## src/rtl/pix_demux_pkg.sv

```systemverilog
package pix_demux_pkg;

  typedef struct packed {
    logic demux;
    logic pair;
    logic swap;
  } mode_t;

  localparam mode_t MODE_RST = '{demux: 1'b1, pair: 1'b1, swap: 1'b1};

  // Sample goes to port A when its parity matches the unswapped mapping.
  function automatic logic goes_to_a(input logic odd, input logic swap);
    return odd ^ swap;
  endfunction

  function automatic logic sync_level(input logic sig, input logic inv);
    return sig ^ inv;
  endfunction

endpackage

```

## src/rtl/pix_line_ctl.sv

```systemverilog
module pix_line_ctl
  import pix_demux_pkg::*;
(
  input  logic  clk,
  input  logic  rst_n,
  input  logic  hs_in,
  input  mode_t cfg_in,
  output logic  hs_lead,
  output logic  smp_odd,
  output mode_t eff,
  output mode_t act
);

  logic hs_q;
  logic odd_nxt;

  assign hs_lead = hs_in & ~hs_q;
  assign smp_odd = hs_lead | odd_nxt;
  assign eff     = hs_lead ? cfg_in : act;

  always_ff @(posedge clk or negedge rst_n) begin
    if (!rst_n) begin
      hs_q    <= 1'b0;
      odd_nxt <= 1'b1;
      act     <= MODE_RST;
    end else begin
      hs_q    <= hs_in;
      odd_nxt <= ~smp_odd;
      if (hs_lead) act <= cfg_in;
    end
  end

endmodule

```

## src/rtl/pix_port_route.sv

```systemverilog
module pix_port_route
  import pix_demux_pkg::*;
#(
  parameter int PIX_W = 24
) (
  input  logic             clk,
  input  logic             rst_n,
  input  logic [PIX_W-1:0] pix,
  input  logic             smp_odd,
  input  mode_t            eff,
  output logic [PIX_W-1:0] port_a,
  output logic [PIX_W-1:0] port_b,
  output logic             oe_a,
  output logic             oe_b,
  output logic             dclk_en
);

  logic [PIX_W-1:0] hold;
  logic             to_a;

  assign to_a = goes_to_a(smp_odd, eff.swap);

  always_ff @(posedge clk or negedge rst_n) begin
    if (!rst_n) begin
      port_a  <= '0;
      port_b  <= '0;
      oe_a    <= 1'b0;
      oe_b    <= 1'b0;
      dclk_en <= 1'b0;
      hold    <= '0;
    end else begin
      oe_a <= 1'b1;
      oe_b <= eff.demux;
      if (!eff.demux) begin
        port_a  <= pix;
        port_b  <= '0;
        dclk_en <= 1'b1;
      end else if (!eff.pair) begin
        if (to_a) port_a <= pix;
        else      port_b <= pix;
        dclk_en <= 1'b1;
      end else if (smp_odd) begin
        hold    <= pix;
        dclk_en <= 1'b0;
      end else begin
        if (eff.swap) begin
          port_a <= pix;
          port_b <= hold;
        end else begin
          port_a <= hold;
          port_b <= pix;
        end
        dclk_en <= 1'b1;
      end
    end
  end

endmodule

```

## src/rtl/pix_sync_out.sv

```systemverilog
module pix_sync_out
  import pix_demux_pkg::*;
#(
  parameter int N_SYNC = 3
) (
  input  logic              clk,
  input  logic              rst_n,
  input  logic [N_SYNC-1:0] sync_in,
  input  logic [N_SYNC-1:0] inv,
  output logic [N_SYNC-1:0] sync_out
);

  for (genvar i = 0; i < N_SYNC; i++) begin : g_line
    always_ff @(posedge clk or negedge rst_n) begin
      if (!rst_n) sync_out[i] <= 1'b0;
      else        sync_out[i] <= sync_level(sync_in[i], inv[i]);
    end
  end

endmodule

```

## src/rtl/pix_demux_top.sv

```systemverilog
module pix_demux_top
  import pix_demux_pkg::*;
#(
  parameter int PIX_W = 24
) (
  input  logic             clk,
  input  logic             rst_n,
  input  logic [PIX_W-1:0] pix_in,
  input  logic             hs_in,
  input  logic             vs_in,
  input  logic             sog_in,
  input  logic             cfg_demux,
  input  logic             cfg_pair,
  input  logic             cfg_swap,
  input  logic             cfg_hs_neg,
  input  logic             cfg_vs_inv,
  output logic [PIX_W-1:0] port_a,
  output logic [PIX_W-1:0] port_b,
  output logic             oe_a,
  output logic             oe_b,
  output logic             dclk_en,
  output logic             hs_out,
  output logic             vs_out,
  output logic             sog_out
);

  localparam int N_SYNC = 3;

  mode_t             cfg_in;
  mode_t             eff;
  mode_t             act;
  logic              hs_lead;
  logic              smp_odd;
  logic [N_SYNC-1:0] sync_raw;
  logic [N_SYNC-1:0] sync_inv;
  logic [N_SYNC-1:0] sync_del;

  assign cfg_in = '{demux: cfg_demux, pair: cfg_pair, swap: cfg_swap};

  pix_line_ctl u_line (
    .clk(clk), .rst_n(rst_n), .hs_in(hs_in), .cfg_in(cfg_in),
    .hs_lead(hs_lead), .smp_odd(smp_odd), .eff(eff), .act(act)
  );

  pix_port_route #(.PIX_W(PIX_W)) u_route (
    .clk(clk), .rst_n(rst_n), .pix(pix_in), .smp_odd(smp_odd), .eff(eff),
    .port_a(port_a), .port_b(port_b), .oe_a(oe_a), .oe_b(oe_b),
    .dclk_en(dclk_en)
  );

  assign sync_raw = {vs_in, sog_in, hs_in};
  assign sync_inv = {cfg_vs_inv, cfg_hs_neg, cfg_hs_neg};

  pix_sync_out #(.N_SYNC(N_SYNC)) u_sync (
    .clk(clk), .rst_n(rst_n), .sync_in(sync_raw), .inv(sync_inv),
    .sync_out(sync_del)
  );

  assign hs_out  = sync_del[0];
  assign sog_out = sync_del[1];
  assign vs_out  = sync_del[2];

endmodule

```

## config.mk

```make
export PLATFORM = sky130hd
export DESIGN_NAME = pix_demux_top
export DESIGN_NICKNAME = d
export VERILOG_FILES = /design/src/rtl/pix_demux_pkg.sv /design/src/rtl/pix_line_ctl.sv /design/src/rtl/pix_port_route.sv /design/src/rtl/pix_sync_out.sv /design/src/rtl/pix_demux_top.sv
export SDC_FILE = /design/constraint.sdc
export NUM_CORES = 1
export LEC_CHECK = 0
export BUFFER_PORTS_ARGS = -buffer_cell sky130_fd_sc_hd__buf_2
export CELL_PAD_IN_SITES_DETAIL_PLACEMENT = 1
export CELL_PAD_IN_SITES_GLOBAL_PLACEMENT = 1
export CORE_ASPECT_RATIO = 0.5
export CORE_MARGIN = 2
export CORE_UTILIZATION = 40
export CTS_BUF_LIST = sky130_fd_sc_hd__clkbuf_4
export DETAILED_ROUTE_END_ITERATION = 10
export GPL_TIMING_DRIVEN = 0
export PLACE_DENSITY_LB_ADDON = 0.05
export SKIP_LAST_GASP = 1
export SYNTH_ARGS = -nofsm -noshare
export SYNTH_HDL_FRONTEND = slang
export SYNTH_SLANG_ARGS = --single-unit
```

## constraint.sdc

```tcl
create_clock -name clk -period 2 [get_ports clk]
set_input_delay 0.2 -clock clk [delete_from_list [all_inputs] [get_ports clk]]
set_output_delay 0.2 -clock clk [all_outputs]
set_load 0.005 [all_outputs]
```

==> flow_summary_export.csv, run 1 <==
group,metric,value,unit
routing,wl_per_cell,16.7,um
placement,place_ws,-0.169,ns
timing,fmax,0.525,GHz
clock_tree,clk_pin_slew_worst_paths,0.12,ns
timing,setup_tns,0,ns
logic_synthesis,synth_mux_area_frac,0.216,
routing,drt_wl_total,9040,um
critical_path,path_cells,"nand2b_1, buf_6, and3_4, a21oi_4, buf_4, mux2_1",
layout,n_fill_cell,985,
layout,fin_nets,452,
timing,setup_ws,0.0955,ns
min_path,hold_class,"in -> reg",
global_route,grtUsageTotal,0.196,
global_route,antenna_found_initial,0,
min_path,worst_hold_path.num_cells,2,
min_path,hp-start,"pix_in[23]",
power_and_ir_drop,peakVddDrop,0.433,mV
critical_path,cp_slowest_cell,"dfrtp_1",
timing,finClkSkew,0.0123,ns
critical_path,max_stage_delay,0.40,ns
routing,drt-initial-drc-count,60,
placement,gp_congestion,0.818,
timing,hold_ws,0.0227,ns
timing,fin_crit,1.90,ns
clock_tree,cts_tree,"yes",
logic_synthesis,synth_compound_area_frac,0.0853,
clock_tree,htree_levels,3,
logic_synthesis,synth_fa_ha_area_frac,0,
critical_path,rr_worst_depth,6,
routing,ant_nets,0,
critical_path,arrival,2.21,ns
critical_path,r2r_setup_slack,0.1,ns
clock_tree,postCtsSetupRepairBufs,0,
power_and_ir_drop,power_frac_seq,0.546,
routing,dr.pass1.iters,4,
die,fp.dieW,139,um
global_route,grt_max_degree,64,
critical_path,worstSetupPathType,"reg -> reg",
power_and_ir_drop,p_sw_frac,0.316,
timing,rsz0062_at_grt,"true",
layout,final_core_util,0.523,
logic_synthesis,ys_warn_count,0,
placement,dp_hpwl,6330,um
critical_path,r2r-start,"u_line.hs_q",
critical_path,worst_setup_path_end_kind,"flop",
critical_path,r2r-end,"u_route.hold[3]",
timing,post-route-period-util,0.952,
routing,drc,0,
logic_synthesis,netlist_area,0.00362,mm2
layout,final_cell_mix,"89 x buf_2, 79 x dfrtp_1, 48 x mux2i_1",
layout,layout_commonest_cell,"buf_2",
min_path,whs_endpoint,"u_route.hold[23]",
routing,vias_per_cell,5.02,
logic_synthesis,synth-seq-cells,83,
logic_synthesis,syn_nets,331,
logic_synthesis,synth_top_family_by_area,"multiplexers",
power_and_ir_drop,cellLeakagePower,2.28,nW
power_and_ir_drop,power_density,908,mW/mm2
timing,maxSlewViolCount,0,
clock_tree,cts.path.max_buffers,2,
clock_tree,clock_latency,0.43,ns
layout,final_cells,540,
layout,num_antenna_cells,0,
global_route,gr-total-overflow,0,
logic_synthesis,synthSimpleGateAreaFrac,0.0694,
critical_path,cp-start-kind,"flop",
placement,place_inst,502,
clock_tree,cts-root-buf,"clkbuf_4",
global_route,grt_pass1_vias,2922,
logic_synthesis,synthCells,297,
die,fp.dieArea,0.00989,mm2
clock_tree,cts.sink_count,83,
die,die_h,71.3,um
status,status,"finished, final reports clean",
routing,vias,2709,
placement,dpl_cell_area,0.00424,mm2
timing,relSlewSlack,0.626,
flow_run,drv_cap,0,
die,core,0.00877,mm2
logic_synthesis,synth-xor-area-share,0.0121,
die,io_pins,88,
layout,final_area,0.00459,mm2
timing,tightestPinTransition,0.561,ns
die,row_count,24,
power_and_ir_drop,clkPwrFrac,0.197,
power_and_ir_drop,internal_power,2.85,mW
power_and_ir_drop,p_sw,1.32,mW
timing,finalHoldViolCount,0,
global_route,grt_pass1_wl,15000,um
layout,multi_input_area,0.00141,mm2
critical_path,worstPathRequired,2.31,ns
logic_synthesis,post_synth_num_cell_types,32,
layout,seq_area,0.00208,mm2
power_and_ir_drop,p_comb_frac,0.257,
logic_synthesis,syn_area_per_cell,12.2,um2
layout,area_growth,26.6,%
clock_tree,cts_buffers,9,
critical_path,worst-path-max-fanout,10,
power_and_ir_drop,totalPowerFinal,4.17,mW
layout,layout-drive-gt1-share,0.319,
placement,portBuffers,87,
die,start_util,0.413,
logic_synthesis,seq_area_frac_synth,0.574,
timing,setup_viol_count_final,0,
==> worst max-delay path, delay by kind of cell, from the launching register on <==
| family | cells | cell delay (ns) |
|---|---|---|
| AO/OA/AOI/OAI | 1 | 0.27 |
| buffers and inverters | 2 | 0.42 |
| flip-flops | 1 | 0.40 |
| multiplexers | 1 | 0.34 |
| AND/OR/NAND/NOR | 2 | 0.36 |
==> routing by layer <==
metal / routed length, um / GRT usage / part of all wire / vias to the layer above
li1: - / - / - / 1267
met1: 4210 / 0.247 / 0.47 / 1366
met2: 4270 / 0.334 / 0.47 / 67
met3: 486 / 0.0662 / 0.054 / 9
met4: 78 / 0.0449 / 0.0086 / 0
met5: 0 / 0 / 0 / -
==> Yosys cell counts <==
| cell type | number | area [um2] |
|---|---|---|
| dfrtp_1 | 79 | 1980 |
| mux2i_1 | 48 | 480 |
| nor2_1 | 26 | 97.6 |
| nand2_1 | 25 | 93.8 |
| a21oi_1 | 24 | 120 |
| o21ai_1 | 20 | 100 |
| mux2_1 | 19 | 214 |
| o21ai_0 | 7 | 35.0 |
| mux2_2 | 6 | 67.6 |
| clkbuf_1 | 5 | 18.8 |
| buf_2 | 4 | 20.0 |
| buf_6 | 4 | 45.0 |
| dfstp_2 | 4 | 105 |
| inv_1 | 3 | 11.3 |
| xor2_1 | 3 | 26.3 |
| buf_12 | 2 | 40.0 |
| buf_4 | 2 | 15.0 |
| xnor2_1 | 2 | 17.5 |
| a21oi_4 | 1 | 16.3 |
| a31oi_1 | 1 | 6.26 |
| and2b_4 | 1 | 10.0 |
| and3_1 | 1 | 6.26 |
| and3_4 | 1 | 11.3 |
| conb_1 | 1 | 3.75 |
| mux2i_4 | 1 | 22.5 |
| nand2b_1 | 1 | 6.26 |
| nor2b_1 | 1 | 6.26 |
| nor2b_4 | 1 | 13.8 |
| nor4_1 | 1 | 6.26 |
| o21ai_4 | 1 | 16.3 |
| o22a_1 | 1 | 8.76 |
| o22ai_1 | 1 | 6.26 |
==> logic make-up after synthesis <==
family,Yosys count
DFF,83
AOI/OAI and AO/OA,56
other,1
and+or+nand+nor,58
xor gates and xnor gates,5
buffers and inverters,20
muxes,74
==> flip-flops by register name, indices dropped and copies added (netlist names), 3 cells and up <==
| signal | cells |
|---|---|
| u_line.act | 3 |
| u_route.hold | 24 |
| u_route.port_a | 24 |
| u_route.port_b | 24 |
| u_sync.sync_out | 3 |
==> how the worst max path moves through the flow <==
stage / cells after the start / from / slack (ns) / to
global placement: 5 / u_line.act[0] / -0.05 / u_route.port_b[8]
CTS: 6 / u_line.hs_q / 0.09 / u_route.hold[3]
global route: 6 / u_line.hs_q / -0.0003 / u_route.hold[23]
finish: 6 / u_line.hs_q / 0.1 / u_route.hold[3]
detailed placement: 5 / u_line.act[0] / -0.17 / u_route.port_b[22]
floorplan: 6 / u_line.hs_q / 0.33 / u_route.hold[0]
==> final cells by class <==
class                      instances  share of cell area
sequential                        83               0.454
buffer                            17              0.0319
inverter                           3             0.00245
clock inverter                     5             0.00463
timing repair buffer             110               0.149
clock buffer                      11              0.0180
tap                              117              0.0319
multi-input combinational        194               0.308
==> power by group through the flow <==
stage | clock network [mW] | logic, mW | registers [mW]
after global routing | 0.924 | 1.18 | 2.33
after CTS | 0.858 | 1.09 | 2.28
final | 0.821 | 1.07 | 2.28
after detailed placement | 0 | 1.04 | 2.31
after floorplan | 0 | 0.592 | 2.28
after global placement | 0 | 0.991 | 2.29
==> what timing repair did <==
item	CTS	global route
endpoints found under the setup margin	36	17
resized for setup	5	4
hold endpoints to repair	99	0
hold buffers	22	0
Note: power is estimated with default switching activity, not from simulation.
==> inputs of run 2 (changes only) <==
- ABC_AREA: default -> 1
- CAP_MARGIN: default -> 20
- CELL_PAD_IN_SITES_DETAIL_PLACEMENT: 1 -> default
- CELL_PAD_IN_SITES_GLOBAL_PLACEMENT: 1 -> default
==> run 2 against run 1 <==
Fmax grew 9.1%. Via count rose by 39%. Count of clock-buffer cells in the layout down 2. Critical path type is now in -> reg. Highest routed layer unchanged.
==> flow_summary_export.csv, run 2 <==
group,metric,value,unit
global_route,gr-total-overflow,0,
logic_synthesis,synthCells,545,
die,row_count,26,
routing,vias,3771,
layout,num_antenna_cells,0,
layout,fin_nets,695,
routing,wl_per_cell,13.6,um
layout,final_cell_mix,"256 x nand2_1, 97 x buf_2, 79 x dfrtp_1",
critical_path,worst-path-max-fanout,10,
die,core,0.0102,mm2
timing,hold_ws,0.0353,ns
timing,setup_tns,0,ns
routing,drt-initial-drc-count,179,
timing,setup_viol_count_final,0,
clock_tree,postCtsSetupRepairBufs,0,
logic_synthesis,post_synth_num_cell_types,24,
placement,dp_hpwl,8130,um
timing,fmax,0.573,GHz
clock_tree,cts.path.max_buffers,2,
logic_synthesis,synth_edf_count,0,
layout,n_fill_cell,1095,
timing,tightestPinTransition,0.575,ns
timing,post-route-period-util,0.873,
power_and_ir_drop,peakVddDrop,0.386,mV
min_path,hp-start,"pix_in[15]",
global_route,grt_pass1_vias,3671,
placement,portBuffers,87,
global_route,antenna_found_initial,0,
critical_path,worstSetupPathType,"in -> reg",
clock_tree,cts-root-buf,"clkbuf_4",
clock_tree,cts_resized,0,
timing,finalHoldViolCount,0,
global_route,grt_pass1_wl,18500,um
logic_synthesis,syn_area_per_cell,7.74,um2
routing,drt_wl_total,11000,um
clock_tree,htree_levels,3,
critical_path,r2r-start,"u_line.hs_q",
power_and_ir_drop,cellLeakagePower,2.97,nW
clock_tree,clk_pin_slew_worst_paths,0.13,ns
critical_path,cp-start-kind,"input port",
die,start_util,0.412,
routing,dr.pass1.iters,4,
routing,vias_per_cell,4.68,
timing,finClkSkew,0.0124,ns
clock_tree,cts.sink_count,83,
critical_path,arrival,2.14,ns
clock_tree,cts_tree,"yes",
logic_synthesis,synth_top_area_cell,"dfrtp_1",
layout,layout_commonest_cell,"nand2_1",
die,fp.dieArea,0.0114,mm2
layout,layout-drive-gt1-share,0.260,
timing,rsz0062_at_grt,"false",
critical_path,worstPathRequired,2.39,ns
placement,place_inst,773,
logic_synthesis,netlist_top_cells_count,"256 x nand2_1, 79 x dfrtp_1, 49 x nor2_1, 30 x inv_1, 29 x nand2_2",
die,io_pins,88,
die,die_h,76.6,um
timing,relSlewSlack,0.617,
layout,area_growth,21.9,%
timing,maxSlewViolCount,0,
layout,final_cells,806,
critical_path,cp-startpoint,"hs_in",
timing,fin_crit,1.75,ns
power_and_ir_drop,power_density,885,mW/mm2
logic_synthesis,netlist_area,0.00422,mm2
min_path,worst_hold_path.num_cells,3,
logic_synthesis,ys_top_cells_by_area,"dfrtp_1 47%, nand2_1 23%, nor2_1 4.4%",
clock_tree,cts_buffers,9,
clock_tree,clock_latency,0.46,ns
logic_synthesis,ys_warn_count,0,
global_route,grtUsageTotal,0.208,
layout,top_regs,"u_route.hold: 24 flops, u_route.port_a: 24 flops, u_route.port_b: 24 flops",
logic_synthesis,ys.flop_type,"dfrtp_1",
global_route,grt_max_degree,48,
critical_path,worst_setup_path_end_kind,"flop",
logic_synthesis,yosysMostFrequentCell,"nand2_1",
status,status,"finished, final reports clean",
logic_synthesis,synth_top_cell_area_share,0.469,
logic_synthesis,seq_area_frac_synth,0.494,
critical_path,rr_worst_depth,10,
die,fp.dieW,149,um
routing,ant_nets,0,
flow_run,drv_cap,0,
logic_synthesis,synth-seq-cells,83,
routing,drc,0,
logic_synthesis,ys_async_sr_fraction,1.00,
placement,gp_congestion,0.825,
logic_synthesis,syn_nets,579,
min_path,hold_class,"in -> reg",
run 2: cell types whose count changed after synthesis, sizes merged, moves of 24 or more:
cell / previous run / this run
inv: 3 / 33
mux2: 25 / 0
mux2i: 49 / 0
nand2: 25 / 289
nand4: 0 / 24
nor2: 26 / 51
run 2: logic make-up (layout without fill, tap and decap cells):
family | after synthesis | after routing | synth area share
other | 1 | 1 | 0.000889
DFF | 83 | 83 | 0.494
xor gates and xnor gates | 3 | 3 | 0.00623
AOI/OAI and AO/OA | 26 | 26 | 0.0362
buffers and inverters | 63 | 184 | 0.0857
and+or+nand+nor | 369 | 369 | 0.377
run 2: layer usage:
layer	track usage	vias up	wire, um
li1	-	1909	-
met1	0.298	1777	5490
met2	0.320	76	4860
met3	0.0467	9	537
met4	0.0514	0	85
met5	0	-	0
run 2: path summary, 6_finish.rpt:
path                                      to  slack [ns]
setup / recovery           u_route.port_b[4]        0.25
hold / removal              u_route.hold[15]        0.04
setup reg to reg           u_route.port_b[4]        0.27
hold reg to reg            u_route.port_a[1]        0.49
max in group asynchronous      u_line.act[0]        1.06
min in group asynchronous       u_route.oe_a        0.24
run 2: timing repair:
item	4_1_cts	5_1_grt
endpoints found under the setup margin	0	0
hold buffers	17	0
hold endpoints to repair	50	0
run 2: power by group:
group          leakage [nW]  internal [mW]  switching [mW]
sequential             1.03           2.08           0.263
clock                0.0570          0.248           0.611
combinational          1.89          0.557           0.793
total                  2.97           2.88            1.67
run 2: stage by stage:
stage | setup slack, ns | cell area (um2) | utilization | total power, mW
3_5_place_dp | 0.272 | 4860 | 0.474 | 3.71
2_1_floorplan | 0.591 | 4220 | - | 3.17
3_3_place_gp | -0.0717 | 4830 | 0.471 | 3.68
5_1_grt | 0.0480 | 5140 | 0.502 | 4.92
4_1_cts | 0.231 | 5140 | 0.502 | 4.61
6_report | 0.254 | 5140 | 0.502 | 4.55
run 2: final cells by class:
class	instances	area (um2)	area share
plain buffers	30	235	0.0458
clock buffers	9	67.6	0.0131
clock inverters	7	45.0	0.00876
inverters	33	126	0.0246
multi-input cells	399	1770	0.345
flip-flops and latches	83	2080	0.405
well taps	140	175	0.0341
repair buffers	105	636	0.124
run 2: critical path: stages:
cell	delay (ns)
dlygate4sd3_1	0.53
buf_2	0.17
nand2_4	0.12
nand2_1	0.06
nand2_1	0.17
buf_2	0.27
buf_2	0.28
nand2_1	0.08
nor2_1	0.13
nand2_1	0.06
nand2_1	0.05
